[config.mk]
export PLATFORM = sky130hd
export DESIGN_NAME = xlat_table_updater
export DESIGN_NICKNAME = d
export VERILOG_FILES = /design/src/rtl/xtu_pkg.sv /design/src/rtl/xtu_table_match.sv /design/src/rtl/xtu_index_calc.sv /design/src/rtl/xtu_byte_swap.sv /design/src/rtl/xlat_table_updater.sv
export SDC_FILE = /design/constraint.sdc
export NUM_CORES = 1
export LEC_CHECK = 0
export BUFFER_PORTS_ARGS = -buffer_cell sky130_fd_sc_hd__buf_2
export CORE_AREA = 2 2 253 255
export DETAILED_ROUTE_END_ITERATION = 6
export DIE_AREA = 0 0 255 257
export PLACE_DENSITY_LB_ADDON = 0.2
export RECOVER_POWER = 50
export SLEW_MARGIN = 40
export SYNTH_ARGS = -nofsm -noshare
export SYNTH_HDL_FRONTEND = slang
export SYNTH_SLANG_ARGS = --single-unit
export TNS_END_PERCENT = 1
[constraint.sdc]
create_clock -name clk -period 10.4 [get_ports clk]
set_clock_uncertainty 0.2 [all_clocks]
set_input_delay 1.04 -clock clk [delete_from_list [all_inputs] [get_ports clk]]
set_output_delay 1.04 -clock clk [all_outputs]
set_load 0.05 [all_outputs]
[src/rtl/xtu_pkg.sv]
package xtu_pkg;

  typedef enum logic [1:0] {
    OP_PUT  = 2'd0,
    OP_GET  = 2'd1,
    OP_FILL = 2'd2,
    OP_LIST = 2'd3
  } xtu_op_e;

  typedef enum logic [3:0] {
    S_IDLE,
    S_DECODE,
    S_WRITE,
    S_READ,
    S_RWAIT,
    S_FETCH,
    S_FWAIT,
    S_RESP
  } xtu_state_e;

  localparam logic STAT_OK  = 1'b0;
  localparam logic STAT_ERR = 1'b1;

endpackage

[src/rtl/xtu_table_match.sv]
module xtu_table_match #(
  parameter int NTBL  = 2,
  parameter int AW    = 64,
  parameter int SHW   = 6,
  parameter int CW    = 32,
  parameter int SEL_W = 1,
  parameter logic [NTBL-1:0][31:0]   TBL_ID      = '0,
  parameter logic [NTBL-1:0][AW-1:0] TBL_OFS     = '0,
  parameter logic [NTBL-1:0][SHW-1:0] TBL_SHIFT  = '0,
  parameter logic [NTBL-1:0][CW-1:0] TBL_ENTRIES = '0
) (
  input  logic [AW-1:0]  id,
  output logic           hit,
  output logic [SEL_W-1:0] sel,
  output logic [AW-1:0]  ofs,
  output logic [SHW-1:0] shift,
  output logic [CW-1:0]  entries
);

  logic [NTBL-1:0] hit_vec;
  logic            upper_clear;

  assign upper_clear = (id[AW-1:32] == '0);

  for (genvar g = 0; g < NTBL; g++) begin : g_cmp
    assign hit_vec[g] = upper_clear && (id[31:0] == TBL_ID[g]);
  end

  always_comb begin
    hit     = 1'b0;
    sel     = '0;
    ofs     = '0;
    shift   = '0;
    entries = '0;
    for (int i = NTBL - 1; i >= 0; i--) begin
      if (hit_vec[i]) begin
        hit     = 1'b1;
        sel     = SEL_W'(i);
        ofs     = TBL_OFS[i];
        shift   = TBL_SHIFT[i];
        entries = TBL_ENTRIES[i];
      end
    end
  end

endmodule

[src/rtl/xtu_index_calc.sv]
module xtu_index_calc #(
  parameter int AW    = 64,
  parameter int SHW   = 6,
  parameter int CW    = 32,
  parameter int IDX_W = 16
) (
  input  logic [AW-1:0]    addr,
  input  logic [AW-1:0]    ofs,
  input  logic [SHW-1:0]   shift,
  input  logic [CW-1:0]    entries,
  output logic [AW-1:0]    aligned,
  output logic [AW-1:0]    page,
  output logic [IDX_W-1:0] idx,
  output logic             in_range
);

  logic [AW-1:0] low_mask;
  logic [AW-1:0] rel;
  logic [AW-1:0] idx_full;

  assign page     = {{(AW-1){1'b0}}, 1'b1} << shift;
  assign low_mask = page - {{(AW-1){1'b0}}, 1'b1};
  assign aligned  = addr & ~low_mask;
  assign rel      = aligned - ofs;
  assign idx_full = rel >> shift;
  assign in_range = (idx_full < {{(AW-CW){1'b0}}, entries});
  assign idx      = idx_full[IDX_W-1:0];

endmodule

[src/rtl/xtu_byte_swap.sv]
module xtu_byte_swap #(
  parameter int DW = 64
) (
  input  logic [DW-1:0] din,
  output logic [DW-1:0] dout
);

  localparam int NB = DW / 8;

  for (genvar b = 0; b < NB; b++) begin : g_lane
    assign dout[8*b +: 8] = din[8*(NB-1-b) +: 8];
  end

endmodule

[src/rtl/xlat_table_updater.sv]
module xlat_table_updater
  import xtu_pkg::*;
#(
  parameter int NTBL      = 2,
  parameter int AW        = 64,
  parameter int DW        = 64,
  parameter int CW        = 32,
  parameter int SHW       = 6,
  parameter int IDX_W     = 16,
  parameter int LIST_MAX  = 512,
  parameter int LIST_ALGN = 12,
  parameter logic [NTBL-1:0][31:0]    TBL_ID      = {32'h8000_0001, 32'h1000_0000},
  parameter logic [NTBL-1:0][AW-1:0]  TBL_OFS     = {64'h0000_0000_4000_0000, 64'h0},
  parameter logic [NTBL-1:0][SHW-1:0] TBL_SHIFT   = {6'd16, 6'd12},
  parameter logic [NTBL-1:0][CW-1:0]  TBL_ENTRIES = {32'd8, 32'd16},
  localparam int SEL_W = (NTBL > 1) ? $clog2(NTBL) : 1
) (
  input  logic             clk,
  input  logic             rst_n,
  input  logic             cmd_valid,
  output logic             cmd_ready,
  input  logic [1:0]       cmd_op,
  input  logic [AW-1:0]    cmd_table,
  input  logic [AW-1:0]    cmd_addr,
  input  logic [DW-1:0]    cmd_value,
  input  logic [CW-1:0]    cmd_count,
  output logic             rsp_valid,
  input  logic             rsp_ready,
  output logic             rsp_status,
  output logic [DW-1:0]    rsp_data,
  output logic             busy,
  output logic [SEL_W-1:0] tbl_sel,
  output logic [IDX_W-1:0] tbl_idx,
  output logic             tbl_wr_en,
  output logic [DW-1:0]    tbl_wr_data,
  output logic             tbl_rd_en,
  input  logic [DW-1:0]    tbl_rd_data,
  output logic             mem_req_valid,
  input  logic             mem_req_ready,
  output logic [AW-1:0]    mem_req_addr,
  input  logic             mem_rsp_valid,
  input  logic [DW-1:0]    mem_rsp_data,
  output logic             inv_valid,
  output logic [AW-1:0]    inv_addr
);

  localparam int WORD_BYTES = DW / 8;

  xtu_state_e        st_q;
  xtu_op_e           op_q;
  logic [AW-1:0]     id_q;
  logic [AW-1:0]     addr_q;
  logic [AW-1:0]     fptr_q;
  logic [DW-1:0]     val_q;
  logic [DW-1:0]     wval_q;
  logic [DW-1:0]     rdat_q;
  logic [CW-1:0]     rem_q;
  logic              stat_q;

  logic              hit;
  logic [SEL_W-1:0]  sel;
  logic [AW-1:0]     ofs;
  logic [SHW-1:0]    shift;
  logic [CW-1:0]     entries;
  logic [AW-1:0]     aligned;
  logic [AW-1:0]     page;
  logic [IDX_W-1:0]  idx;
  logic              in_range;
  logic [DW-1:0]     swapped;

  logic              list_bad;
  logic              fill_bad;

  xtu_table_match #(
    .NTBL(NTBL), .AW(AW), .SHW(SHW), .CW(CW), .SEL_W(SEL_W),
    .TBL_ID(TBL_ID), .TBL_OFS(TBL_OFS), .TBL_SHIFT(TBL_SHIFT),
    .TBL_ENTRIES(TBL_ENTRIES)
  ) u_match (
    .id      (id_q),
    .hit     (hit),
    .sel     (sel),
    .ofs     (ofs),
    .shift   (shift),
    .entries (entries)
  );

  xtu_index_calc #(
    .AW(AW), .SHW(SHW), .CW(CW), .IDX_W(IDX_W)
  ) u_index (
    .addr     (addr_q),
    .ofs      (ofs),
    .shift    (shift),
    .entries  (entries),
    .aligned  (aligned),
    .page     (page),
    .idx      (idx),
    .in_range (in_range)
  );

  xtu_byte_swap #(.DW(DW)) u_swap (
    .din  (mem_rsp_data),
    .dout (swapped)
  );

  assign fill_bad = (rem_q > entries) || (rem_q == '0);
  assign list_bad = (rem_q > CW'(LIST_MAX)) || (rem_q == '0) ||
                    (val_q[LIST_ALGN-1:0] != '0);

  // Sequencer
  always_ff @(posedge clk or negedge rst_n) begin
    if (!rst_n) begin
      st_q   <= S_IDLE;
      op_q   <= OP_PUT;
      id_q   <= '0;
      addr_q <= '0;
      fptr_q <= '0;
      val_q  <= '0;
      wval_q <= '0;
      rdat_q <= '0;
      rem_q  <= '0;
      stat_q <= STAT_ERR;
    end else begin
      unique case (st_q)
        S_IDLE: begin
          if (cmd_valid) begin
            op_q   <= xtu_op_e'(cmd_op);
            id_q   <= cmd_table;
            addr_q <= cmd_addr;
            val_q  <= cmd_value;
            rem_q  <= cmd_count;
            rdat_q <= '0;
            stat_q <= STAT_ERR;
            st_q   <= S_DECODE;
          end
        end

        S_DECODE: begin
          addr_q <= aligned;
          if (!hit) begin
            stat_q <= STAT_ERR;
            st_q   <= S_RESP;
          end else begin
            unique case (op_q)
              OP_PUT: begin
                rem_q  <= CW'(1);
                wval_q <= val_q;
                st_q   <= S_WRITE;
              end
              OP_GET: begin
                st_q <= in_range ? S_READ : S_RESP;
              end
              OP_FILL: begin
                wval_q <= val_q;
                st_q   <= fill_bad ? S_RESP : S_WRITE;
              end
              default: begin
                fptr_q <= val_q[AW-1:0];
                st_q   <= list_bad ? S_RESP : S_FETCH;
              end
            endcase
          end
        end

        S_WRITE: begin
          if (!in_range) begin
            stat_q <= STAT_ERR;
            st_q   <= S_RESP;
          end else begin
            rem_q  <= rem_q - CW'(1);
            addr_q <= addr_q + page;
            if (rem_q == CW'(1)) begin
              stat_q <= STAT_OK;
              st_q   <= S_RESP;
            end else if (op_q == OP_LIST) begin
              st_q <= S_FETCH;
            end
          end
        end

        S_READ: st_q <= S_RWAIT;

        S_RWAIT: begin
          rdat_q <= tbl_rd_data;
          stat_q <= STAT_OK;
          st_q   <= S_RESP;
        end

        S_FETCH: begin
          if (mem_req_ready) begin
            fptr_q <= fptr_q + AW'(WORD_BYTES);
            st_q   <= S_FWAIT;
          end
        end

        S_FWAIT: begin
          if (mem_rsp_valid) begin
            wval_q <= swapped;
            st_q   <= S_WRITE;
          end
        end

        S_RESP: begin
          if (rsp_ready) st_q <= S_IDLE;
        end

        default: st_q <= S_IDLE;
      endcase
    end
  end

  // Port drive
  assign busy          = (st_q != S_IDLE);
  assign cmd_ready     = (st_q == S_IDLE);
  assign rsp_valid     = (st_q == S_RESP);
  assign rsp_status    = stat_q;
  assign rsp_data      = rdat_q;

  assign tbl_sel       = sel;
  assign tbl_idx       = idx;
  assign tbl_wr_en     = (st_q == S_WRITE) && in_range;
  assign tbl_wr_data   = wval_q;
  assign tbl_rd_en     = (st_q == S_READ);

  assign mem_req_valid = (st_q == S_FETCH);
  assign mem_req_addr  = fptr_q;

  assign inv_valid     = tbl_wr_en;
  assign inv_addr      = addr_q;

endmodule

==> results of run 1 <==
[sequential cells by signal, summed over array words and instances, names as in the netlist]
name / flops
id_q: 64
inv_addr: 64
mem_req_addr: 64
rsp_data: 64
tbl_wr_data: 64
val_q: 64
rem_q: 32
st_q: 3
op_q: 2
rsp_status: 1
[power by group]
part           total (uW)  switching [uW]  internal (uW)
clock network        1800             717           1080
registers            3340             933           2400
logic                4960            3670           1290
total               10100            5320           4780
[synthesized netlist by cell type, types with 12 or more instances]
master    instances
o22ai_1          37
nand4_1          36
a32o_1           15
buf_1            12
a22o_1           24
o31ai_1          14
dfrtp_1         421
a22oi_1          14
a21oi_1         224
nand3_1         141
nand2_1         701
o21ai_0         105
and2_1           15
nor4_1           39
ha_1             14
and3_1           21
nor3_1           51
nor2_1          185
inv_1            26
mux2i_1          73
a31oi_1          16
or4_1            18
clkbuf_1        152
[worst paths after layout]
path / startpoint / end / slack [ns]
min in group asynchronous: rst_n / val_q[10] / 1.19
min: id_q[39] / id_q[39] / 0.28
max: id_q[5] / tbl_wr_en / 1.69
max reg2reg: id_q[5] / rem_q[13] / 2.31
min reg2reg: id_q[39] / id_q[39] / 0.28
max in group asynchronous: rst_n / id_q[52] / 2.22
[kinds of logic after synthesis]
| family | share of synthesized area, % |
|---|---|
| DFF | 47.9 |
| muxes | 3.62 |
| other | 0.0170 |
| buffers and inverters | 3.63 |
| adders and majority gates | 0.795 |
| xor gates and xnor gates | 0.755 |
| AOI/OAI and AO/OA | 17.3 |
| and+or+nand+nor | 26.0 |
[worst max-delay path, delay by kind of cell, from the launching register on]
kind                     cells  cell delay (ns)
AND/OR/NAND/NOR              9             4.64
buffers and inverters        3             0.93
adder cells (fa/ha/maj)      2             0.58
flip-flops                   1             0.38
XOR/XNOR                     1             0.22
AO/OA/AOI/OAI                1             0.11
[through the flow]
stage	instance area (um2)	instances
2_1_floorplan	22000	2619
3_3_place_gp	25900	3954
3_5_place_dp	26000	3959
4_1_cts	27700	4046
5_1_grt	27500	4051
6_report	27500	4053
[per-layer routing]
layer | vias to the layer above | global-route usage (%)
li1 | 10400 | -
met1 | 10800 | 32.5
met2 | 1002 | 43.1
met3 | 187 | 5.98
met4 | 14 | 9.80
met5 | - | 0
[layout make-up]
cell class	count	area share [%]
Antenna cell	6	0.0546
Clock buffer	70	5.22
Timing Repair Buffer	672	12.0
Inverter	28	0.387
Tap cell	846	3.85
Sequential cell	422	38.4
Clock inverter	17	0.860
Multi-Input combinational cell	1992	39.2
==> impl_metrics.ini, run 1 <==
[yosys]
postSynthNetCount = 2993
syn_avg_cell_area_um2 = 8.41
yosysSeqAreaShare_pct = 47.9
ys_seq_elements = 422
synth.top_cell.area_share_pct = 47.8
synth.area.top_cells = dfrtp_1 48%, nand2_1 12%, a21oi_1 5.1%, mux2i_1 3.3%, nand3_1 3.2%
synth_flop_cell = dfrtp_1
ys_warn_count = 0
netlist_instances = 2619
ys_async_sr_fraction_pct = 100
synth_edf_count = 0
synth.distinct_cells = 88
synth_area_um2 = 22000
yosysTopAreaCell = dfrtp_1

[sta]
tns_ns = 0
holdWs_ns = 0.275
drv_slew = 377
fin_crit_ns = 8.71
hold_viol = 0
tightest_slew_ns = 3.61
rsz0062_at_grt = false
fin_ws_ns = 1.69
fmax_mhz = 115
fin_crit_sh_pct = 83.7
slew_headroom_pct = -141
setup-violations-final = 0

[detailed_routing]
firstDrtPassIters = 7
routed_wl_mm = 87.7
viasPerCell = 5.52
drt-wirelength-per-cell_um = 21.6
drt-met1-wl_mm = 35.5
vias = 22400
wl_met3_mm = 6.96
highest_layer = met5
ant_nets = 0
route.met2.wl_mm = 42.0
drc = 0
drtIter0Drc = 2043

[floorplanning]
coreArea_um2 = 62700
die-area_um2 = 65500
io_pins = 641
fp.dieH_um = 257
initial_core_util_pct = 35.1
fp.dieW_um = 255
row_count = 92

[cells_and_area]
layout_common_cells = 697 x nand2_1, 499 x buf_2, 421 x dfrtp_1
multi_input_area_um2 = 10800
fillCellCount = 6375
postLayoutCoreUtil_pct = 43.8
nets = 3539
syn2layout_area_growth_pct = 24.8
final_common_cell = nand2_1
drive_gt1_share_pct = 20.3
seqCellArea_um2 = 10600

[worst_setup_path]
path_cells = nor4_1, nand4_1, or4_1, clkinv_1, ha_1, ha_1, nand2b_1, or4_1, nor4_1, xnor2_1, o21ai_0, or4b_1, nor3_1, nand4_1, inv_1, buf_2
cpMaxStageDelayCell = or4_1
setup.worst_path.end_class = output port
crit_fanout = 18
critPathMaxStageDelay_ns = 0.93
reg2regPathDepth = 16
required_ns = 9.16
criticalPathCategory = reg -> out
arrival_ns = 7.47
worst_setup_path_start_kind = flop

[global_routing]
grt_pass1_wl_mm = 132
grt_usage_pct = 25.9
grt_pass1_vias = 21800
overflow = 0
grt_max_degree = 155
antenna_found_initial = 13

[clock_tree]
hold_buffers = 0
numCtsBuffers = 49
htreeDepth = 2
numClockSinks = 422
clockRootBuffer = clkbuf_16
post_cts_buffers = 0
cts_resized = 0
insertion_delay_ns = 0.59
clk_path_buf_depth = 3
cts_tree = done
clkTransAtPathRegs_ns = 0.06

[place]
place_congestion = 0.933
dp_slack_ns = 2.41
dp_hpwl_mm = 65.7
port_buffers = 640

[power]
total_leakage_power_uw = 0.0130
fin_total_pwr_uw = 10100
peakVddDrop_v = 0.000164
power.density_nw_per_um2 = 367

[hold_path]
hp-class = reg -> reg
hold_depth = 2

[outcome]
violations = max-capacitance violations, max-slew violations
status = finished with violations

[flow_run]
max_cap_violations = 5
Note: power is estimated with default switching activity, not from simulation.
==> run 2, diff against run 1 <==
- CORE_AREA: 2 2 253 255 -> 2 2 252 254
- DIE_AREA: 0 0 255 257 -> 0 0 254 256
- clock period: 10.4 -> 7.3 ns (I/O delays scaled with it)
==> impl_metrics.ini, run 2 (same netlist as run 1, synthesis figures left out) <==
[worst_setup_path]
worst_setup_path_start_kind = flop
rr_startpoint = id_q[43]
r2r_slack_ns = 0.89
timing.rr.end = rem_q[16]
setup.worst_path.end_class = output port
crit_fanout = 14
required_ns = 6.37
criticalPathCategory = reg -> out
reg2regPathDepth = 19
arrival_ns = 5.98

[clock_tree]
cts_tree = done
htreeDepth = 2
numCtsBuffers = 49
numClockSinks = 422
clk_path_buf_depth = 3
clockRootBuffer = clkbuf_16
clkTransAtPathRegs_ns = 0.06
insertion_delay_ns = 0.62

[sta]
hold_viol = 0
setup-violations-final = 0
fmax_mhz = 145
fin_crit_sh_pct = 94.6
fin_ws_ns = 0.392
holdWs_ns = 0.0991
drv_slew = 220
fin_crit_ns = 6.91
slew_headroom_pct = -152
tightest_slew_ns = 3.78

[detailed_routing]
ant_nets = 0
routed_wl_mm = 88.8
drtIter0Drc = 2031
viasPerCell = 5.54
drt-wirelength-per-cell_um = 21.8
firstDrtPassIters = 5
vias = 22500
drc = 0

[place]
place_congestion = 0.957
port_buffers = 640
dp_slack_ns = 0.643
placed_cells = 3964
dp_hpwl_mm = 66.2
placed_area_um2 = 26100

[global_routing]
overflow = 0
grt_max_degree = 149
antenna_found_initial = 17
grt_pass1_wl_mm = 135
grt_pass1_vias = 22200
grt_usage_pct = 26.6

[hold_path]
hp-start = tbl_rd_data[24]
hp-class = in -> reg
min_delay_worst_endpoint = rsp_data[24]
hold_depth = 3

[power]
fin_total_pwr_uw = 14500
power.density_nw_per_um2 = 523
total_leakage_power_uw = 0.0130
peakVddDrop_v = 0.000291

[cells_and_area]
drive_gt1_share_pct = 19.9
design_area_um2 = 27700
nets = 3548
layout_common_cells = 697 x nand2_1, 473 x buf_2, 421 x dfrtp_1
fin_cells = 4064
syn2layout_area_growth_pct = 25.6
final_common_cell = nand2_1

[floorplanning]
row_count = 92
fp.dieW_um = 254
fp.dieH_um = 256
io_pins = 641
initial_core_util_pct = 35.3
coreArea_um2 = 62400
die-area_um2 = 65000

[flow_run]
max_cap_violations = 4

[outcome]
violations = max-capacitance violations, max-slew violations
status = finished with violations
[run 2: worst max-delay path by stage]
stage,start,to,slack (ns)
after global placement,id_q[44],rem_q[14],0.40
after detailed placement,id_q[8],rem_q[16],0.64
final,id_q[43],inv_valid,0.39
after global routing,id_q[43],inv_valid,-0.01
after CTS,id_q[44],inv_valid,0.02
after floorplan,id_q[52],tbl_wr_en,0.73
[run 2: metal layers]
layer | routed length, um | GRT usage, %
met1 | 35100 | 32.8
met2 | 42400 | 44.4
met3 | 7510 | 6.77
met4 | 3610 | 10.5
met5 | 138 | 0
[run 2: worst max-delay path, stage by stage, from the launching register on]
cell and delay [ns]:
dfrtp_1 0.38, nor4_1 0.37, nand4_1 0.14, buf_4 0.18
or4_1 0.56, clkinv_1 0.10, ha_1 0.23, ha_1 0.27
nand2b_1 0.26, or4_4 0.67, or4_1 0.49, xnor2_1 0.17
a2111oi_2 0.44, nor2_1 0.12, nor3_1 0.26, nand4_1 0.12
buf_4 0.23, inv_1 0.09, buf_2 0.26
[run 2: through the flow]
stage | TNS [ns] | utilization, %
6_report | 0 | 44.4
5_1_grt | -0.0275 | 44.4
4_1_cts | 0 | 44.6
3_5_place_dp | 0 | 41.8
3_3_place_gp | 0 | 41.6
2_1_floorplan | 0 | -
[run 2: where the power goes]
part	internal, uW	leakage, uW	switching (uW)
clock	1590	0.000843	1050
combinational	1840	0.00698	5210
sequential	3420	0.00521	1370
total	6850	0.0130	7630
[run 2: repair_timing]
item,4_1_cts,5_1_grt
hold buffers,1,0
endpoints found under the hold margin,65,0
endpoints found under the setup margin,2,2
setup buffers,0,1
pin swaps,0,1
resized for setup,1,4
[run 2: layout make-up]
type                            count  area, um2
Tap cell                          846       1060
Fill cell                        6445      34700
Inverter                           28        106
Clock buffer                       70       1410
Timing Repair Buffer              681       3390
Multi-Input combinational cell   1992      10800
Sequential cell                   422      10600
Clock inverter                     20        337
Antenna cell                        5       12.5
==> run 3, diff against run 2 <==
- MAX_ROUTING_LAYER: not set -> met4
==> impl_metrics.ini, run 3 (same netlist as run 1, synthesis figures left out) <==
[detailed_routing]
firstDrtPassIters = 6
ant_nets = 0
drtIter0Drc = 1919
drc = 0
viasPerCell = 5.51
vias = 22500
drt-wirelength-per-cell_um = 21.7
routed_wl_mm = 88.6

[hold_path]
hp-class = in -> reg
hp-start = tbl_rd_data[13]
min_delay_worst_endpoint = rsp_data[13]
hold_depth = 3

[flow_run]
max_cap_violations = 3

[sta]
tns_ns = 0
slew_headroom_pct = -170
tightest_slew_ns = 4.06
hold_viol = 0
setup-violations-final = 0
fmax_mhz = 147
fin_crit_ns = 6.82
rsz0062_at_grt = false
drv_slew = 159
holdWs_ns = 0.129
fin_crit_sh_pct = 93.4

[power]
switching_share_pct = 52.7
power.density_nw_per_um2 = 520
power.switching_uw = 7580
p_clk_share_pct = 17.7
total_leakage_power_uw = 0.0130
power_frac_comb_pct = 49.1
power_frac_seq_pct = 33.3
internal_power_uw = 6800
peakVddDrop_v = 0.000274

[worst_setup_path]
path_cells = nor4_2, nand4_1, or4_1, clkinv_1, ha_1, or3b_2, or4_1, or4_1, a21oi_1, o21ai_1, nor3_1, a21boi_2, buf_4, nand4_1, buf_4, inv_1, buf_2
crit_top_cell = or4_1
worst_setup_path_start_kind = flop
arrival_ns = 5.89
rr_startpoint = id_q[44]
required_ns = 6.37
criticalPathCategory = reg -> out
critPathMaxStageDelay_ns = 0.65
crit_fanout = 14
reg2regPathDepth = 18
cpMaxStageDelayCell = or4_1
setup.worst_path.end_class = output port
timing.rr.end = rem_q[5]
r2r_slack_ns = 0.99

[global_routing]
overflow = 0
grt_max_degree = 153
grt_usage_pct = 27.2
antenna_found_initial = 18
grt_pass1_wl_mm = 133
grt_pass1_vias = 21700

[outcome]
violations = max-capacitance violations, max-slew violations
status = finished with violations

[place]
dp_hpwl_mm = 65.8
port_buffers = 640
placed_cells = 3966
place_congestion = 0.935

[cells_and_area]
nets = 3548
syn2layout_area_growth_pct = 25.4
final_common_cell = nand2_1
fin_cells = 4075
drive_gt1_share_pct = 19.8
fillCellCount = 6380
postLayoutCoreUtil_pct = 44.3
layout_common_cells = 697 x nand2_1, 470 x buf_2, 421 x dfrtp_1

[floorplanning]
coreArea_um2 = 62400
die-area_um2 = 65000
row_count = 92
fp.dieH_um = 256
initial_core_util_pct = 35.3
fp.dieW_um = 254
io_pins = 641

[clock_tree]
numClockSinks = 422
insertion_delay_ns = 0.59
cts_tree = done
clkTransAtPathRegs_ns = 0.06
clk_path_buf_depth = 3
htreeDepth = 2
clockRootBuffer = clkbuf_16
numCtsBuffers = 47
## run 3: cell count changes in the layout (fill, tap and decap cells not counted), moves of 3 or more
cell        change
diode_2        +13
buf_2           -3
clkinvlp_4      -3
clkbuf_8        +3
## run 3: cell type report
cell class | count | area (um2) | share of cell area, %
Multi-Input combinational cell | 1992 | 10800 | 39.2
Sequential cell | 422 | 10600 | 38.2
Timing Repair Buffer | 683 | 3400 | 12.3
Clock buffer | 69 | 1390 | 5.02
Tap cell | 846 | 1060 | 3.83
Clock inverter | 17 | 258 | 0.932
Inverter | 28 | 106 | 0.385
Antenna cell | 18 | 45.0 | 0.163
## run 3: what timing repair did
action / in CTS / in global routing
hold buffers: 0 / 1
resized for setup: 0 / 7
setup buffers: 0 / 1
hold endpoints to repair: 0 / 27
setup endpoints to repair: 0 / 2
## run 3: per-stage QoR
stage	instance area, um2	power, uW	setup slack, ns
finish	27600	14400	0.480
detailed placement	26100	11900	0.684
floorplan	22000	9580	0.727
global route	27600	15200	0.0351
CTS	27700	14500	0.0488
global placement	26000	11800	0.717
## run 3: worst max path at each step
stage,start,to,slack [ns],cells past startpoint
after CTS,id_q[44],tbl_wr_en,0.05,17
after detailed placement,id_q[44],inv_addr[6],0.68,17
after global routing,id_q[51],inv_valid,0.04,17
after global placement,id_q[51],inv_valid,0.72,17
final,id_q[44],tbl_wr_en,0.48,17
after floorplan,id_q[52],tbl_wr_en,0.73,20
## run 3: power by group through the flow
stage	logic (uW)	clock network [uW]	registers [uW]
2_1_floorplan	3080	0	6500
3_3_place_gp	7060	0	4720
3_5_place_dp	7150	0	4760
4_1_cts	7170	2600	4730
5_1_grt	7590	2690	4920
6_report	7050	2540	4790
## run 3: critical path: cells and delay by family (launching register included)
family	cells	cell delay [ns]
compound gates	3	0.47
buf+inv	5	0.90
simple gates	8	3.26
flops	1	0.38
fa+ha+maj	1	0.26
## run 3: layer usage
layer / vias to the layer above / part of all wire (%) / track usage (%)
li1: 10400 / - / -
met4: 0 / 3.8 / 8.77
met1: 10800 / 40 / 33.4
met2: 1048 / 48 / 44.4
met3: 195 / 8.4 / 5.81
met5: - / 0 / -
